==> src/rtl/stepper_pkg.sv <==
package stepper_pkg;
  localparam int NUM_PHASES = 8;
  typedef logic [$clog2(NUM_PHASES)-1:0] phase_t;
  localparam phase_t HOME_PHASE = phase_t'(1);

  // position byte for each entry of the eight-phase sequence
  function automatic logic [7:0] phase_byte(phase_t i);
    case (i)
      3'd0: phase_byte = 8'h11;
      3'd1: phase_byte = 8'h33;
      3'd2: phase_byte = 8'h22;
      3'd3: phase_byte = 8'h66;
      3'd4: phase_byte = 8'h44;
      3'd5: phase_byte = 8'hCC;
      3'd6: phase_byte = 8'h88;
      default: phase_byte = 8'h99;
    endcase
  endfunction

  function automatic logic [3:0] coil_bits(phase_t i);
    logic [7:0] b;
    b = phase_byte(i);
    coil_bits = b[3:0];
  endfunction
endpackage

==> src/rtl/stepper_step_timer.sv <==
module stepper_step_timer #(
  parameter int CNT_W        = 15,
  parameter int DWELL_CYCLES = 100000
) (
  input  logic             clk,
  input  logic             rst,
  input  logic             cmd_valid,
  input  logic [CNT_W:0]   cmd_word,
  input  logic             half_mode,
  output logic             busy,
  output logic             done,
  output logic             step_en,
  output logic             dir_right,
  output logic             half_q
);
  localparam int TW = $clog2(DWELL_CYCLES + 1);
  localparam logic [TW-1:0] RELOAD = TW'(DWELL_CYCLES - 1);

  logic [TW-1:0]    timer;
  logic [CNT_W-1:0] remain;
  logic             accept;
  logic             cnt_zero;
  logic             tick;

  assign accept   = cmd_valid && !busy;
  assign cnt_zero = (cmd_word[CNT_W-1:0] == '0);
  assign tick     = busy && (timer == '0);
  assign step_en  = tick && (remain != '0);

  always_ff @(posedge clk) begin
    if (rst) begin
      busy      <= 1'b0;
      done      <= 1'b0;
      timer     <= '0;
      remain    <= '0;
      dir_right <= 1'b0;
      half_q    <= 1'b0;
    end else begin
      done <= 1'b0;
      if (accept) begin
        dir_right <= cmd_word[CNT_W];
        half_q    <= half_mode;
        remain    <= cmd_word[CNT_W-1:0];
        timer     <= '0;
        busy      <= !cnt_zero;
        done      <= cnt_zero;
      end else if (busy) begin
        if (timer != '0) begin
          timer <= timer - 1'b1;
        end else if (remain != '0) begin
          remain <= remain - 1'b1;
          timer  <= RELOAD;
        end else begin
          busy <= 1'b0;
          done <= 1'b1;
        end
      end
    end
  end

  AST_DONE_IDLE: assert property (@(posedge clk) disable iff (rst)
    done |-> !busy);
  AST_ZERO_CMD: assert property (@(posedge clk) disable iff (rst)
    (accept && cnt_zero) |=> (done && !busy));
  AST_BUSY_IGNORE: assert property (@(posedge clk) disable iff (rst)
    (busy && cmd_valid) |=> (remain <= $past(remain) && $stable(dir_right) && $stable(half_q)));
  AST_TIMER_RANGE: assert property (@(posedge clk) disable iff (rst)
    timer <= RELOAD);
endmodule

==> src/rtl/stepper_phase_ctrl.sv <==
module stepper_phase_ctrl
  import stepper_pkg::*;
(
  input  logic       clk,
  input  logic       rst,
  input  logic       step_en,
  input  logic       dir_right,
  input  logic       half_q,
  input  logic       idle,
  input  logic       half_mode,
  output logic [3:0] coil
);
  phase_t idx;
  phase_t idx_nxt;
  phase_t stride;

  assign stride = half_q ? phase_t'(1) : phase_t'(2);

  always_comb begin
    idx_nxt = idx;
    if (step_en) begin
      if (dir_right) idx_nxt = idx - stride;
      else           idx_nxt = idx + stride;
    end else if (idle && !half_mode && !idx[0]) begin
      idx_nxt = idx + phase_t'(1);
    end
  end

  always_ff @(posedge clk) begin
    if (rst) begin
      idx  <= HOME_PHASE;
      coil <= coil_bits(HOME_PHASE);
    end else begin
      idx  <= idx_nxt;
      coil <= coil_bits(idx_nxt);
    end
  end

  AST_IDLE_HOLD: assert property (@(posedge clk) disable iff (rst)
    ($past(idle) && $past(half_mode)) |-> $stable(coil));
  AST_FULL_TWO_COIL: assert property (@(posedge clk) disable iff (rst)
    (!idle && !half_q) |-> ($countones(coil) == 2));
  AST_COIL_LEGAL: assert property (@(posedge clk) disable iff (rst)
    ($countones(coil) == 1 || $countones(coil) == 2));
  AST_STEP_MOVES: assert property (@(posedge clk) disable iff (rst)
    step_en |=> !$stable(coil));
endmodule

==> src/rtl/stepper_seq.sv <==
module stepper_seq #(
  parameter int CNT_W        = 15,
  parameter int DWELL_CYCLES = 100000
) (
  input  logic             clk,
  input  logic             rst,
  input  logic             cmd_valid,
  input  logic [CNT_W:0]   cmd_word,
  input  logic             half_mode,
  output logic [3:0]       coil,
  output logic             busy,
  output logic             done
);
  logic step_en;
  logic dir_right;
  logic half_q;

  stepper_step_timer #(
    .CNT_W       (CNT_W),
    .DWELL_CYCLES(DWELL_CYCLES)
  ) u_timer (
    .clk      (clk),
    .rst      (rst),
    .cmd_valid(cmd_valid),
    .cmd_word (cmd_word),
    .half_mode(half_mode),
    .busy     (busy),
    .done     (done),
    .step_en  (step_en),
    .dir_right(dir_right),
    .half_q   (half_q)
  );

  stepper_phase_ctrl u_phase (
    .clk      (clk),
    .rst      (rst),
    .step_en  (step_en),
    .dir_right(dir_right),
    .half_q   (half_q),
    .idle     (!busy),
    .half_mode(half_mode),
    .coil     (coil)
  );
endmodule

==> config.mk <==
export PLATFORM = sky130hd
export DESIGN_NAME = stepper_seq
export DESIGN_NICKNAME = d
export VERILOG_FILES = /design/src/rtl/stepper_pkg.sv /design/src/rtl/stepper_step_timer.sv /design/src/rtl/stepper_phase_ctrl.sv /design/src/rtl/stepper_seq.sv
export SDC_FILE = /design/constraint.sdc
export NUM_CORES = 1
export LEC_CHECK = 0
export BUFFER_PORTS_ARGS = -buffer_cell sky130_fd_sc_hd__buf_4
export CELL_PAD_IN_SITES_DETAIL_PLACEMENT = 1
export CELL_PAD_IN_SITES_GLOBAL_PLACEMENT = 2
export CORE_MARGIN = 2
export CORE_UTILIZATION = 32
export CTS_CLUSTER_SIZE = 25
export DETAILED_ROUTE_END_ITERATION = 6
export PLACE_DENSITY_LB_ADDON = 0.3
export SLEW_MARGIN = 20
export SYNTH_ARGS = -nofsm -noshare
export SYNTH_HDL_FRONTEND = slang
export SYNTH_SLANG_ARGS = --single-unit
export TNS_END_PERCENT = 30
==> constraint.sdc <==
create_clock -name clk -period 2.5 [get_ports clk]
set_clock_uncertainty 0.2 [all_clocks]
set_input_delay 0.375 -clock clk [delete_from_list [all_inputs] [get_ports clk]]
set_output_delay 0.375 -clock clk [all_outputs]
set_load 0.02 [all_outputs]
==> Yosys cells after proc, flatten, opt, wreduce, memory -nomap -nowiden <==
Index checks and enable logic that the tools add are counted.
{ "op_classes": {"n_addsub": 5, "n_eq_ne": 7, "n_mux": 19, "reduce_logical": 20} }
{ "op_table": {"columns": ["cell", "count"], "rows": [
  ["$mux 15", 4],
  ["$mux 17", 2],
  ["$pmux 4 s7", 1],
  ["$logic_not 17->1", 1],
  ["$reduce_bool 17->1", 1],
  ["$sub 17x1->17 const B", 1],
  ["$logic_not 15->1", 1],
  ["$reduce_bool 15->1", 1],
  ["$sub 15x1->15 const B", 1],
  ["$eq 3x3->1 const B", 3],
  ["$mux 3", 3],
  ["$mux 1", 8],
  ["$eq 3x2->1 const B", 2],
  ["$reduce_bool 2->1", 3],
  ["$logic_and 1x1->1", 5],
  ["$logic_not 1->1", 4],
  ["$add 3x1->3 const B", 1],
  ["$add 3x3->3", 1],
  ["$eq 3x1->1 const B", 1],
  ["$logic_not 3->1", 1],
  ["$reduce_and 3->1", 1],
  ["$sub 3x3->3", 1],
  ["$mux 2", 1],
  ["$ne 2x1->1 const B", 1],
  ["2 further kinds", 2]
]} }
{ "totals": {"regBits": 43, "in_bits": 20, "out_inout_bits": 6} }

==> Logic depth before layout (Yosys ltp) <==
Gate-level depths: netlist of the first run.
{ "logic_depth": {"word_depth": 7, "depth_mapped": 10, "mapped_depth_nobuf": 10} }

==> Modules after synthesis <==
From an unflattened synthesis of the first run, not the netlist that was laid out.
{ "hier_totals": {"hier_cells": 314, "area_unflattened_um2": 2548.7} }
{ "modules_own_cells": {"columns": ["module", "instances", "cells_per_inst", "area_each_um2", "seq_area_each_um2"], "rows": [
  ["stepper_step_timer", 1, 269, 2074.5, 720.7],
  ["stepper_phase_ctrl", 1, 44, 470.5, 140.1],
  ["stepper_seq", 1, 1, 3.8, 0.0]
]} }

==> Worst setup path after synthesis of the first run <==
Ideal clock, no wire load.
{ "synth_timing": {"path_kind": "register to register", "from": "reg u_timer.remain[0]", "to": "reg u_timer.timer[15]", "arrival_ns": 2.213, "slack_ns": 0.027, "stages_incl_launch_ff": 9, "n_path_buf": 0, "period_less_slack_ns": 2.473, "path_cell_list": "dfxtp_1 -> inv_1 -> ha_1 -> or4b_4 -> and4b_1 -> a211o_2 -> o21ai_0 -> or4b_2 -> nand2_1"} }
{ "synth_between": {"elab_chain_cells": 3} }
{ "synth_lines": {"columns": ["item", "line", "rtl"], "rows": [
  ["from (decl)", "stepper_step_timer.sv:20", "logic [CNT_W-1:0] remain;"],
  ["from (signal assigned)", "stepper_step_timer.sv:43", "remain <= cmd_word[CNT_W-1:0];"],
  ["from (signal assigned)", "stepper_step_timer.sv:51", "remain <= remain - 1'b1;"],
  ["$reduce_bool 15->1", "stepper_step_timer.sv:50", "end else if (remain != '0) begin"],
  ["$reduce_bool 2->1 (no line)", null, null],
  ["$reduce_and 2->1 (no line)", null, null],
  ["to (signal assigned)", "stepper_step_timer.sv:49", "timer <= timer - 1'b1;"],
  ["to (decl)", "stepper_step_timer.sv:19", "logic [TW-1:0] timer;"]
]} }
Every way passes these cells.
A chain may end at the register's enable or synchronous reset.

==> Worst setup path after layout of the first run <==
{ "layout_timing": {"from": "reg u_timer.timer[1]", "to": "reg u_timer.remain[12]"} }
{ "layout_between": {"elab_chain_cells": 3} }
{ "layout_lines": {"columns": ["item", "line", "rtl"], "rows": [
  ["$reduce_bool 17->1", "stepper_step_timer.sv:48", "if (timer != '0) begin"],
  ["$ne 2x1->1 (no line)", null, null],
  ["$reduce_and 3->1 (no line)", null, null]
]} }
Every way passes these cells.

==> results of run 1 <==
sequential cells by signal, indices dropped and copies added (netlist names):
| register | flops |
|---|---|
| u_phase.coil | 4 |
| u_timer.half_q | 1 |
| u_timer.done | 1 |
| u_timer.timer | 17 |
| u_timer.remain | 15 |
| u_timer.busy | 1 |
| u_timer.dir_right | 1 |
| u_phase.idx | 3 |
layer usage:
layer	track usage (%)	wire [µm]	vias up
met3	2.77	138	2
met5	0	0	-
met2	30.3	3230	22
met1	23.4	3210	1051
met4	2.85	37	0
li1	-	-	1101
power groups by stage:
stage          Combinational (mW)  Sequential (mW)  Clock (mW)
2_1_floorplan               0.813            0.956           0
3_3_place_gp                 1.30            0.930           0
3_5_place_dp                 1.33            0.931           0
4_1_cts                      1.36            0.921       0.543
5_1_grt                      1.59            0.939       0.565
6_report                     1.43            0.922       0.526
area by class of cell:
cell class	instances	area [µm²]
Fill cell	864	4160
Multi-Input combinational cell	212	1480
Sequential cell	43	862
Timing Repair Buffer	57	428
Tap cell	99	124
Clock buffer	6	72.6
Clock inverter	1	30.0
Inverter	7	26.3
worst register-to-register path, stage by stage, from the launching register on:
cell and delay [ns]:
dfxtp_1 0.32, inv_1 0.08, ha_2 0.18, nor4b_4 0.23, and4b_4 0.32, nand4b_4 0.11, or4_4 0.47, or3_1 0.33
a31oi_1 0.16
synthesized netlist by cell type, types with 2 or more instances:
master,instances
a21oi_1,20
and3_1,3
o21bai_1,2
xnor2_1,8
a211oi_1,5
nor4_4,2
nand4b_4,2
a31oi_1,5
a22oi_1,2
xor2_1,5
or4b_2,2
nand3b_1,4
nand3_1,8
nor4_1,11
ha_1,5
or2_2,4
nor2_1,36
o2bb2a_1,2
buf_2,2
o311ai_0,2
o211ai_1,4
or3_1,5
nand4_1,2
inv_1,7
nand2b_1,4
o21ai_0,7
nand2_1,23
nor3_1,10
clkbuf_1,6
mux2_2,3
dfxtp_1,43
mux2i_1,3
worst paths after layout:
check | slack [ns] | end | startpoint
setup reg to reg | 0.04 | u_timer.remain[12] | u_timer.timer[1]
hold / removal | 0.13 | u_timer.dir_right | cmd_word[15]
hold reg to reg | 0.29 | u_timer.dir_right | u_timer.dir_right
setup / recovery | 0.04 | u_timer.remain[12] | u_timer.timer[1]
repair_timing:
action,4_1_cts,5_1_grt
buffers inserted,0,1
pin swaps,0,5
gates resized for setup,3,13
setup endpoints to repair,6,10
cells by family after synthesis:
kind of cell	after synthesis	synth area share, %
fa+ha+maj	6	3.53
mux	6	2.73
compound gates	55	15.2
simple gates	132	33.9
flops	43	36.8
xor+xnor	13	4.87
buf+inv	17	2.89
stage by stage:
stage	cells	power, mW	setup WS (ns)
after global placement	417	2.23	-0.00566
after floorplan	272	1.77	0.0267
final	425	2.88	0.0391
after detailed placement	417	2.26	-0.0485
after CTS	424	2.82	0.0113
after global routing	425	3.09	-0.0646
==> flow_summary.json, run 1 <==
{
  "hold_depth": 3,
  "drive_gt1_share_pct": 29.8,
  "worst_hold_slack_ns": 0.132,
  "synth_edf_count": 0,
  "path_cells": "inv_1 > ha_2 > nor4b_4 > and4b_4 > nand4b_4 > or4_4 > or3_1 > a31oi_1",
  "synth_top_cell_area_share_pct": 36.8,
  "endpoint_kind": "register",
  "diodes": 0,
  "ir_drop_uv": 302,
  "start_kind": "register",
  "dieWidth_um": 89.5,
  "grt-ovfl-total": 0,
  "ys_ff_latch": 43,
  "drv_cap": 0,
  "seqPwrFrac_pct": 32.0,
  "antenna_found_initial": 0,
  "clkTransAtPathRegs_ns": 0.08,
  "port_buffers": 25,
  "cts_max_path_buffers": 2,
  "async_flop_share_pct": 0,
  "setup_violations": 0,
  "synthTopCellsByArea": "dfxtp_1, nor2_1, a21oi_1, nand2_1, xnor2_1",
  "crit_type": "reg -> reg",
  "cp_slowest_cell": "or4_4",
  "slew_viol_final": 0,
  "p_int_mw": 1.80,
  "cp_max_fo": 5,
  "wl_mm": 6.61,
  "finish.utilization_pct": 42.1,
  "power_density_mw_per_mm2": 953,
  "syn_area_mm2": 0.00234,
  "fmax_mhz": 406,
  "die-area_mm2": 0.00800,
  "h-tree-depth": 2,
  "grt_pass1_wl_mm": 10.9,
  "switching_power_mw": 1.08,
  "synth_top_cell_by_area": "dfxtp_1",
  "design_area_mm2": 0.00302,
  "start_util_pct": 32.6,
  "fin_crit_ns": 2.46,
  "path_depth": 8,
  "layout_commonest_cell": "buf_4",
  "p_leak_nw": 1.22,
  "reg2regPathDepth": 8,
  "ios": 26,
  "cts_tree": "yes",
  "crit_buf_inv": 1,
  "dpl-instance-area_mm2": 0.00284,
  "yosysWarnings": 0,
  "tns_ns": 0,
  "hpwl_mm": 5.04,
  "hp-class": "in -> reg",
  "p_comb_share_pct": 49.7,
  "arrival_ns": 2.48,
  "drtIter0Drc": 55,
  "path_delay_family": "simple AND/OR/NAND/NOR gates",
  "layout_common_cells": "buf_4, dfxtp_1, nor2_1",
  "place.gp.congestion": 0.779,
  "ctsHoldBuffers": 0,
  "vias_per_cell": 5.12,
  "syn_nets": 298,
  "grt_usage_pct": 17.5,
  "pwr-share-clk_pct": 18.3,
  "netlist-cell-type-count": 57,
  "wl_per_cell_um": 15.6,
  "cp.required_ns": 2.52,
  "period_share_pct": 98.4,
  "synthToLayoutAreaGrowth_pct": 29.1,
  "vias": 2176,
  "avgSynthCellArea_um2": 8.59,
  "dr.pass1.iters": 4,
  "grt_pass1_vias": 2201,
  "nets": 352,
  "grt_max_degree": 28,
  "netlist_instances": 272,
  "rsz0062_at_grt": "true",
  "root_buffer": "clkbuf_8",
  "clock_latency_ns": 0.29,
  "ys.flop_type": "dfxtp_1",
  "num_rows": 31,
  "drc_errors": 0,
  "clock_sinks": 43,
  "core-area_mm2": 0.00718,
  "status": "finished clean",
  "numCtsBuffers": 5,
  "critical_path.max_stage_delay_ns": 0.47,
  "worst_pin_slew_ns": 0.536,
  "switching_share_pct": 37.4,
  "seq_area_frac_synth_pct": 36.8,
  "final-hold-violation-count": 0,
  "dieHeight_um": 89.5,
  "antenna_left": 0,
  "slew_headroom_pct": 64.0
}
Power figures use the tool's default switching activity.
==> inputs of run 2 (changes only) <==
--- a/config.mk
+++ b/config.mk
@@ -5,14 +5,15 @@
 export SDC_FILE = /design/constraint.sdc
 export NUM_CORES = 1
 export LEC_CHECK = 0
+export ABC_AREA = 1
 export BUFFER_PORTS_ARGS = -buffer_cell sky130_fd_sc_hd__buf_4
 export CELL_PAD_IN_SITES_DETAIL_PLACEMENT = 1
 export CELL_PAD_IN_SITES_GLOBAL_PLACEMENT = 2
 export CORE_MARGIN = 2
-export CORE_UTILIZATION = 32
+export CORE_UTILIZATION = 29
 export CTS_CLUSTER_SIZE = 25
 export DETAILED_ROUTE_END_ITERATION = 6
-export PLACE_DENSITY_LB_ADDON = 0.3
+export PLACE_DENSITY = 0.79
 export SLEW_MARGIN = 20
 export SYNTH_ARGS = -nofsm -noshare
 export SYNTH_HDL_FRONTEND = slang
==> flow_summary.json, run 2 <==
{
  "dr.pass1.iters": 4,
  "start_kind": "register",
  "root_buffer": "clkbuf_8",
  "grt_pass1_vias": 2887,
  "synth_top_cell_by_area": "dfxtp_1",
  "antenna_found_initial": 0,
  "drc_errors": 0,
  "postCtsSetupRepairBufs": 0,
  "dieWidth_um": 103,
  "final-hold-violation-count": 0,
  "grt_max_degree": 19,
  "power_density_mw_per_mm2": 899,
  "ios": 26,
  "crit_start": "u_timer.remain[0]",
  "fin_crit_ns": 2.18,
  "slew_viol_final": 0,
  "r2r_slack_ns": 0.32,
  "p_comb_share_pct": 51.5,
  "h-tree-depth": 2,
  "cp.required_ns": 2.53,
  "hpwl_mm": 6.15,
  "grt_pass1_wl_mm": 13.7,
  "drive_gt1_share_pct": 12.7,
  "crit_end": "u_timer.remain[7]",
  "ys.flop_type": "dfxtp_1",
  "worst_pin_slew_ns": 0.580,
  "path_cells": "inv_1 > ha_1 > nand3_2 > nor2_1 > nand2_2 > o21ai_2 > nand2_1 > a21oi_1",
  "multi_input_area_mm2": 0.00169,
  "r2r-end": "u_timer.remain[7]",
  "drv_cap": 0,
  "finalNonFillerCells": 613,
  "yosysWarnings": 0,
  "crit_buf_inv": 1,
  "arrival_ns": 2.22,
  "clock_latency_ns": 0.31,
  "period_share_pct": 87.4,
  "layout_common_cells": "nand2_1, nor2_1, inv_1",
  "clock_sinks": 43,
  "fill_cells": 1252,
  "wl_per_cell_um": 13.0,
  "pwr-share-clk_pct": 18.0,
  "seqPwrFrac_pct": 30.5,
  "netlist-cell-type-count": 33,
  "rr_startpoint": "u_timer.remain[0]",
  "reg2regPathDepth": 8,
  "reg.largest.list": "u_timer.timer (17), u_timer.remain (15), u_phase.coil (4)",
  "setup_violations": 0,
  "path_depth": 8,
  "synthToLayoutAreaGrowth_pct": 14.9,
  "slew_headroom_pct": 61.3,
  "async_flop_share_pct": 0,
  "p_leak_nw": 1.59,
  "cp_slowest_cell": "o21ai_2",
  "place_ws_ns": 0.285,
  "layout_commonest_cell": "nand2_1",
  "switching_power_mw": 1.36,
  "numCtsBuffers": 5,
  "syn_area_mm2": 0.00283,
  "avgSynthCellArea_um2": 6.22,
  "crit_type": "reg -> reg",
  "seq_area_frac_synth_pct": 30.5,
  "dp.cells": 605,
  "antenna_left": 0,
  "ir_drop_uv": 324,
  "wl_mm": 7.97,
  "die-area_mm2": 0.0105,
  "cts_resized": 0,
  "diodes": 0,
  "hp-class": "in -> reg",
  "synth_most_common_cell": "nand2_1",
  "drtIter0Drc": 75,
  "largest_register": "u_timer.timer",
  "dieHeight_um": 103,
  "grt_usage_pct": 16.4,
  "synth_edf_count": 0,
  "switching_share_pct": 46.6,
  "port_buffers": 25,
  "ys_ff_latch": 43,
  "place.gp.congestion": 0.794,
  "synthTopCellsByArea": "dfxtp_1, nand2_1, nor2_1, inv_1, nand3_1",
  "status": "finished clean",
  "clkTransAtPathRegs_ns": 0.10,
  "endpoint_kind": "register",
  "vias_per_cell": 4.60,
  "path_delay_family": "compound AO/OA/AOI/OAI gates",
  "largest_register_ffs": 17,
  "nets": 505,
  "synth_common_cells": "nand2_1, nor2_1, inv_1",
  "syn_nets": 480,
  "seqCellArea_um2": 861,
  "p_int_mw": 1.56,
  "netlist_instances": 454,
  "synth_top_cell_area_share_pct": 30.5,
  "vias": 2818,
  "start_util_pct": 29.4,
  "ctsHoldBuffers": 0,
  "critical_path.max_stage_delay_ns": 0.51,
  "fmax_mhz": 458,
  "rsz0062_at_grt": "false",
  "tns_ns": 0,
  "cts_max_path_buffers": 2,
  "cts_tree": "yes",
  "grt-ovfl-total": 0,
  "core-area_mm2": 0.00959,
  "num_rows": 36,
  "cp_max_fo": 12,
  "finalWorstSetupSlack_ns": 0.315
}
==> run 2: cell types whose count changed after synthesis, sizes merged, moves of 12 or more <==
cell   previous run  this run
nor2             36        76
nand3             9        40
nor4             14         0
inv               7        59
xor2              5        17
nand2            23       141
a21oi            20        36
==> run 2: worst min-delay path by stage <==
| stage | start | slack (ns) | end | depth (start not counted) |
|---|---|---|---|---|
| floorplan | u_timer.remain[0] | 0.24 | u_timer.remain[0] | 2 |
| global placement | u_timer.remain[0] | 0.25 | u_timer.remain[0] | 2 |
| detailed placement | u_timer.remain[1] | 0.27 | u_timer.remain[1] | 2 |
| CTS | cmd_valid | 0.05 | u_timer.half_q | 2 |
| global route | cmd_valid | 0.06 | u_timer.half_q | 2 |
| finish | cmd_valid | 0.06 | u_timer.half_q | 2 |
==> run 2: cells by family (layout without fill, tap and decap cells) <==
logic type	after synthesis	count (layout)	synth area share, %
flip-flops	43	43	30.5
AND/OR/NAND/NOR	269	269	41.1
AO/OA/AOI/OAI	49	49	10.1
XOR/XNOR	19	19	5.89
adder cells (fa/ha/maj)	6	6	2.92
buffers and inverters	68	94	9.57
==> run 2: area by class of cell <==
type / instances / area share (%)
Inverter: 60 / 6.94
Clock buffer: 7 / 2.97
Tap cell: 133 / 5.13
Multi-Input combinational cell: 343 / 52.2
Sequential cell: 43 / 26.5
Clock inverter: 1 / 0.231
Timing Repair Buffer: 26 / 6.01
==> run 2: metal layers <==
metal	vias to the layer above	part of all wire [%]	global-route usage, %
li1	1464	-	-
met4	0	1.0	3.79
met2	26	49	29.1
met3	6	2.2	3.05
met5	-	0	0
met1	1322	48	20.7
==> run 2: power groups by stage <==
stage	logic, mW	clock network [mW]	registers, mW
5_1_grt	1.74	0.572	0.908
2_1_floorplan	1.16	0	0.895
3_5_place_dp	1.52	0	0.907
6_report	1.50	0.524	0.890
3_3_place_gp	1.50	0	0.904
4_1_cts	1.53	0.547	0.892
==> run 2: worst reg2reg max path, stage by stage (launching register included) <==
cell and delay [ns]:
dfxtp_1 0.32, inv_1 0.09, ha_1 0.23, nand3_2 0.12, nor2_1 0.20, nand2_2 0.17, o21ai_2 0.51, nand2_1 0.11
a21oi_1 0.18
==> run 2: through the flow <==
stage               util (%)  cell area [µm²]  hold WS [ns]  total power [mW]
floorplan                  -             2830         0.244              2.06
global placement        32.7             3140         0.252              2.40
detailed placement      32.7             3140         0.270              2.43
CTS                     33.8             3250        0.0517              2.97
global route            33.8             3250        0.0649              3.22
finish                  33.8             3250        0.0635              2.92
